--- src/rtl/tof_pkg.sv ---
package tof_pkg;

  localparam int unsigned CFG_W = 16;

  typedef logic [CFG_W-1:0] cfg_word_t;

  // Register addresses seen on the configuration port
  typedef enum logic [1:0] {
    REG_PERIOD = 2'd0,
    REG_WIDTH  = 2'd1,
    REG_WINLEN = 2'd2,
    REG_OVFCLR = 2'd3
  } cfg_addr_e;

  // Pulse width limited so that the trigger falls before the next shot
  function automatic cfg_word_t clamp_width(cfg_word_t w, cfg_word_t p);
    if (p == '0) return '0;
    return (w >= p) ? cfg_word_t'(p - 1'b1) : w;
  endfunction

  // Counter step modulo a limit (limit is nonzero)
  function automatic cfg_word_t count_step(cfg_word_t c, cfg_word_t limit);
    return (c == cfg_word_t'(limit - 1'b1)) ? '0 : cfg_word_t'(c + 1'b1);
  endfunction

  // Next receive channel in the scan order, wrapping at nch
  function automatic int unsigned next_chan(int unsigned sel, int unsigned nch);
    return (sel + 1 >= nch) ? 0 : sel + 1;
  endfunction

endpackage

--- src/rtl/tof_pulse_gen.sv ---
module tof_pulse_gen
  import tof_pkg::*;
(
  input  logic      clk,
  input  logic      rst_n,
  input  cfg_word_t period_cfg,
  input  cfg_word_t width_cfg,
  input  logic      fire_ok,
  output logic      fire,
  output logic      trig
);

  cfg_word_t pcnt;
  cfg_word_t per_q;
  cfg_word_t wid_q;
  cfg_word_t wid_eff;
  logic      trig_q;
  logic      running;

  assign running = (pcnt != '0);
  assign wid_eff = clamp_width(width_cfg, period_cfg);
  assign fire    = !running && (period_cfg != '0) && fire_ok;

  always_ff @(posedge clk or negedge rst_n) begin
    if (!rst_n) begin
      pcnt   <= '0;
      per_q  <= '0;
      wid_q  <= '0;
      trig_q <= 1'b0;
    end else if (fire) begin
      per_q  <= period_cfg;
      wid_q  <= wid_eff;
      pcnt   <= count_step('0, period_cfg);
      trig_q <= (wid_eff != '0);
    end else if (running) begin
      pcnt   <= count_step(pcnt, per_q);
      trig_q <= (pcnt < wid_q);
    end else begin
      trig_q <= 1'b0;
    end
  end

  assign trig = trig_q;

endmodule

--- src/rtl/tof_rx_window.sv ---
module tof_rx_window
  import tof_pkg::*;
#(
  parameter int unsigned SEL_W = 2
) (
  input  logic             clk,
  input  logic             rst_n,
  input  logic             fire,
  input  cfg_word_t        len_cfg,
  output logic             win_open,
  output logic             win_first,
  output logic             win_last,
  output logic [SEL_W-1:0] chan_sel
);

  localparam int unsigned NCH = 1 << SEL_W;

  logic             open_q;
  cfg_word_t        idx_q;
  cfg_word_t        len_q;
  logic [SEL_W-1:0] sel_q;

  assign win_open  = open_q;
  assign win_first = open_q && (idx_q == '0);
  assign win_last  = open_q && (idx_q == cfg_word_t'(len_q - 1'b1));
  assign chan_sel  = sel_q;

  always_ff @(posedge clk or negedge rst_n) begin
    if (!rst_n) begin
      open_q <= 1'b0;
      idx_q  <= '0;
      len_q  <= '0;
      sel_q  <= '0;
    end else if (fire) begin
      open_q <= (len_cfg != '0);
      idx_q  <= '0;
      len_q  <= len_cfg;
    end else if (open_q) begin
      if (win_last) begin
        open_q <= 1'b0;
        sel_q  <= SEL_W'(next_chan(int'(sel_q), NCH));
      end else begin
        idx_q <= idx_q + 1'b1;
      end
    end
  end

endmodule

--- src/rtl/tof_stream_gate.sv ---
module tof_stream_gate #(
  parameter int unsigned DW    = 128,
  parameter int unsigned SEL_W = 2
) (
  input  logic             clk,
  input  logic             rst_n,
  input  logic             win_open,
  input  logic             win_first,
  input  logic             win_last,
  input  logic [SEL_W-1:0] chan_sel,
  input  logic [DW-1:0]    samples,
  input  logic             tready,
  input  logic             ovf_clr,
  output logic             tvalid,
  output logic [DW-1:0]    tdata,
  output logic             tlast,
  output logic [SEL_W-1:0] tuser,
  output logic             ovf,
  output logic             drop
);

  logic ovf_q;

  assign tvalid = win_open;
  assign tdata  = win_open ? samples : '0;
  assign tlast  = win_last;
  assign tuser  = win_first ? chan_sel : '0;
  assign drop   = win_open && !tready;
  assign ovf    = ovf_q;

  always_ff @(posedge clk or negedge rst_n) begin
    if (!rst_n)       ovf_q <= 1'b0;
    else if (drop)    ovf_q <= 1'b1;
    else if (ovf_clr) ovf_q <= 1'b0;
  end

endmodule

--- src/rtl/tof_capture_ctrl.sv ---
module tof_capture_ctrl
  import tof_pkg::*;
#(
  parameter int unsigned NUM_CONV = 4,
  parameter int unsigned SAMP_W   = 8,
  parameter int unsigned SPC      = 4,
  parameter int unsigned SEL_W    = 2,
  localparam int unsigned DW      = NUM_CONV * SPC * SAMP_W
) (
  input  logic             clk,
  input  logic             rst_n,
  input  logic             cfg_we,
  input  logic [1:0]       cfg_addr,
  input  logic [CFG_W-1:0] cfg_wdata,
  input  logic [DW-1:0]    s_samples,
  output logic             laser_trig,
  output logic [SEL_W-1:0] rx_chan_sel,
  output logic [DW-1:0]    m_axis_tdata,
  output logic             m_axis_tvalid,
  input  logic             m_axis_tready,
  output logic             m_axis_tlast,
  output logic [SEL_W-1:0] m_axis_tuser,
  output logic             ovf_flag
);

  cfg_word_t period_q, width_q, winlen_q;

  // Named internal events
  logic fire_evt;
  logic win_open;
  logic win_first;
  logic win_last;
  logic beat_drop;
  logic ovf_clr;
  logic period_zero;

  assign ovf_clr     = cfg_we && (cfg_addr_e'(cfg_addr) == REG_OVFCLR);
  assign period_zero = (period_q == '0);

  always_ff @(posedge clk or negedge rst_n) begin
    if (!rst_n) begin
      period_q <= '0;
      width_q  <= '0;
      winlen_q <= '0;
    end else if (cfg_we) begin
      case (cfg_addr_e'(cfg_addr))
        REG_PERIOD: period_q <= cfg_wdata;
        REG_WIDTH:  width_q  <= cfg_wdata;
        REG_WINLEN: winlen_q <= cfg_wdata;
        default: ;
      endcase
    end
  end

  tof_pulse_gen u_pulse (
    .clk        (clk),
    .rst_n      (rst_n),
    .period_cfg (period_q),
    .width_cfg  (width_q),
    .fire_ok    (!win_open),
    .fire       (fire_evt),
    .trig       (laser_trig)
  );

  tof_rx_window #(.SEL_W(SEL_W)) u_window (
    .clk       (clk),
    .rst_n     (rst_n),
    .fire      (fire_evt),
    .len_cfg   (winlen_q),
    .win_open  (win_open),
    .win_first (win_first),
    .win_last  (win_last),
    .chan_sel  (rx_chan_sel)
  );

  tof_stream_gate #(.DW(DW), .SEL_W(SEL_W)) u_gate (
    .clk       (clk),
    .rst_n     (rst_n),
    .win_open  (win_open),
    .win_first (win_first),
    .win_last  (win_last),
    .chan_sel  (rx_chan_sel),
    .samples   (s_samples),
    .tready    (m_axis_tready),
    .ovf_clr   (ovf_clr),
    .tvalid    (m_axis_tvalid),
    .tdata     (m_axis_tdata),
    .tlast     (m_axis_tlast),
    .tuser     (m_axis_tuser),
    .ovf       (ovf_flag),
    .drop      (beat_drop)
  );

endmodule

--- config.mk ---
export PLATFORM = sky130hd
export DESIGN_NAME = tof_capture_ctrl
export DESIGN_NICKNAME = d
export VERILOG_FILES = /design/src/rtl/tof_pkg.sv /design/src/rtl/tof_pulse_gen.sv /design/src/rtl/tof_rx_window.sv /design/src/rtl/tof_stream_gate.sv /design/src/rtl/tof_capture_ctrl.sv
export SDC_FILE = /design/constraint.sdc
export NUM_CORES = 1
export LEC_CHECK = 0
export BUFFER_PORTS_ARGS = -buffer_cell sky130_fd_sc_hd__buf_4
export CORE_AREA = 2 2 103 204
export CTS_CLUSTER_DIAMETER = 50
export DETAILED_ROUTE_END_ITERATION = 7
export DIE_AREA = 0 0 105 206
export GPL_TIMING_DRIVEN = 0
export PLACE_DENSITY = 0.75
export SLEW_MARGIN = 20
export SYNTH_ARGS = -nofsm -noshare
export SYNTH_HDL_FRONTEND = slang
export SYNTH_SLANG_ARGS = --single-unit
--- constraint.sdc ---
create_clock -name clk -period 3 [get_ports clk]
set_input_delay 0.3 -clock clk [delete_from_list [all_inputs] [get_ports clk]]
set_output_delay 0.3 -clock clk [all_outputs]
set_load 0.005 [all_outputs]
==> results.md <==
- Mean Syn Cell Area: ~8.7 um2
- Number of max-cap violations: 0
- Yosys reg bits: roughly 130
- Skew final: 0.0103 ns
- Routability cong.: just over 1
- H-tree depth: 4
- Ratio of cells with drive above 1 in the final layout: 0.309
- Top-area cell type share of the netlist area: 0.377
- CP endpoint kind: output port
- Clk_lat worst skew: 0.42 ns
- WHS: between 0.06 and 0.07 ns
- Cells after synthesis: just over 1000
- Tightest Hold Check Type: input pin to flip-flop
- IO Port Bufs: 285
- Required @ worst endpoint: roughly 2.7 ns
- First-pass detailed-route iteration total: 5
- Vias in the first global route: about 9000
- Starting DRT DRC Count: approximately 560
- Final WL: 32.8 mm
- Root Buffer: clkbuf_16
- Gr usage total: 0.301
- RSZ-0062 raised after global routing: true
- Maximum vdd drop: approximately 590 uV
- CP Cell Sequence: inv_2 > ha_4 > or4b_4 > or4b_4 > a21oi_4 > nor3_4 > a31oi_2 > and2_4 > nand2_4 > inv_2 > buf_6
- P&R area growth vs syn: 38.9%
- DRC viols: 0
- Max Slew Vio Count: 0
- Total number of vias: 8754
- CP startpoint kind: flip-flop
- Tmin final: ~3.2 ns
- Max incr delay on CP: between 0.5 and 0.6 ns
- Run status: complete, but fails checks
- Synth top area cells: dfrtp_1 38%, and2_1 9.5%, ha_1 5.8%, nand2_1 5.4%, xnor2_1 4.3%
- Period utilization: 1.08
- Library cells used by synthesis: 70
- Num ports: approximately 290
- Starting density of the core: 0.437
- Synth Area in XOR/XNOR: 0.0675
- Avg WL per Cell: between 20 and 25 um
- Clock Pin Slew Worst Setup and Hold Paths: ~0.050 ns
- Antenna violations before repair: 0
- Net Count, Synth: 1202
- Seq/Total Area, Yosys: 0.377
- Fin cells: ~1600
- Deepest clock path buffer count: 2
- Slowest CP cell: or4b_4
- Arrival time at the worst endpoint: approximately 2.9 ns
- CTS tree: done
- Worst-Margin Slew: 0.597 ns
- CP Buf/Inv Count: 3
- Async SR Flop Fraction: 1.00
- Die W: ~110 um
- Antenna-violating nets left: 0
- Worst-path maximum fanout: 4
- Synth warn: 0
- Final nets: 1519
- Drt via density: 5.45
- Setup violations, final: 1
- Core Region: between 20000 and 25000 um2
- Most common cell in the netlist: and2_1
- First-pass GRT wire length: 50.0 mm
- # diodes: 0
- Post-Synth Adder-Cell Area: 0.0581
- Leakage: 5.79 nW
- Delay-heaviest family, CP: simple AND/OR/NAND/NOR gates
- Max frequency: slightly above 0.3 GHz
- Main synth FF type: dfrtp_1
- Slew margin rel.: 0.598
- Post-Place Cells: 1563
- Area fraction in compound gates after synthesis: 0.106
- DIE HEIGHT: between 200 and 250 um
- TritonCTS Buffers: 17
- Largest net degree at the start of global routing: 100
- Syn Std Cell Area: 8820 um2
- Cell row count: 74
- Sink Count: between 100 and 150
- Most instantiated cells after synthesis: 134 x and2_1, 133 x dfrtp_1, 128 x nand2_1
- Cell taking the most area after synthesis: dfrtp_1
- Largest family of logic cells by synthesized area: simple AND/OR/NAND/NOR gates
- Simple-Gate Fraction of Synth Area: 0.281
- Overflow after GRT: 0
- Pwr Density: ~530 nW/um2
- Worst slack at placement: -0.217 ns
- Number of flops mapped to enable cells by yosys: 0
- Type of the worst setup path: flip-flop to output port
- Die Area: between 20000 and 25000 um2
- Worst Setup Slack, final: -0.240 ns
- Post-synthesis mux area share: 0.0596
- DP Wirelength: 26.5 mm
- Fin. Hold Viols: 0
- Violated checks: setup timing
-- metrics by stage --
step                       util  TNS, ns  power (mW)  instance area [um2]
after floorplan               -        0        3.18                 8820
after global placement    0.560    -2.64        4.02                11300
after detailed placement  0.561    -4.43        4.09                11300
after CTS                 0.601   -0.226        6.43                12100
after global routing      0.607    -1.24        6.76                12300
final                     0.607   -0.240        6.46                12300
-- path summary, 6_finish.rpt --
check                                        from                 to  slack, ns  cells after the start
worst max-delay path            u_window.len_q[0]       m_axis_tlast      -0.24                     11
worst min-delay path                m_axis_tready         u_gate.ovf       0.07                      2
worst max register to register  u_window.len_q[0]  u_window.idx_q[9]       0.02                     12
worst min register to register   u_pulse.wid_q[7]   u_pulse.wid_q[7]       0.48                      2
max in group asynchronous                   rst_n  u_window.len_q[0]       1.86                      3
min in group asynchronous                   rst_n   u_pulse.pcnt[11]       0.33                      2
-- what timing repair did --
action | 4_1_cts | 5_1_grt
pin swaps | 5 | 3
resized for setup | 16 | 23
setup buffers | 8 | 4
endpoints found under the setup margin | 39 | 76
hold endpoints to repair | 34 | 0
hold buffers | 1 | 0
-- layer usage --
layer / vias to the layer above / routed length, um / global-route usage
li1: 4106 / - / -
met1: 4171 / 12600 / 0.348
met2: 397 / 16100 / 0.516
met3: 80 / 2230 / 0.0659
met4: 0 / 1850 / 0.160
met5: - / 0 / 0
-- report_power, final --
| part | switching [mW] | internal (mW) | total, mW | leakage [nW] |
|---|---|---|---|---|
| clock network | 0.820 | 1.51 | 2.33 | 0.323 |
| logic | 0.968 | 0.945 | 1.91 | 3.82 |
| registers | 0.235 | 1.98 | 2.22 | 1.65 |
| total | 2.02 | 4.44 | 6.46 | 5.79 |
-- flip-flops by register name, summed over array words and instances (netlist names), 2 cells and up --
signal	flops
u_window.chan_sel	2
u_window.idx_q	16
u_pulse.per_q	16
u_pulse.pcnt	16
u_window.len_q	16
period_q	16
width_q	16
u_pulse.wid_q	16
winlen_q	16
-- placed cells by master, fill, tap and decap left out, types with 25 or more instances in the layout --
cell,netlist,routed
nand4_1,29,29
ha_1,41,40
mux2_2,32,32
inv_1,55,52
and2_1,134,133
xnor2_1,43,43
nand2_1,128,128
o21ai_0,63,63
nor2_1,59,58
buf_4,2,296
a21oi_1,29,26
dfrtp_1,133,132
xor2_1,25,25
clkbuf_1,43,41
-- layout make-up --
type                    count  area, um2
clock buffers              19        443
inverters                  55        206
plain buffers              53        230
multi-input cells         769       5200
fillers                  1759       7930
flip-flops and latches    133       3330
clock inverters            13        220
well taps                 266        333
repair buffers            299       2290
-- kinds of logic (layout without fill, tap and decap cells) --
group	after synthesis	after routing
xor gates and xnor gates	68	68
muxes	47	47
buffers and inverters	109	439
adders and majority gates	41	41
DFF	133	133
and+or+nand+nor	462	462
AOI/OAI and AO/OA	151	151
(Power assumes the default switching activity.)
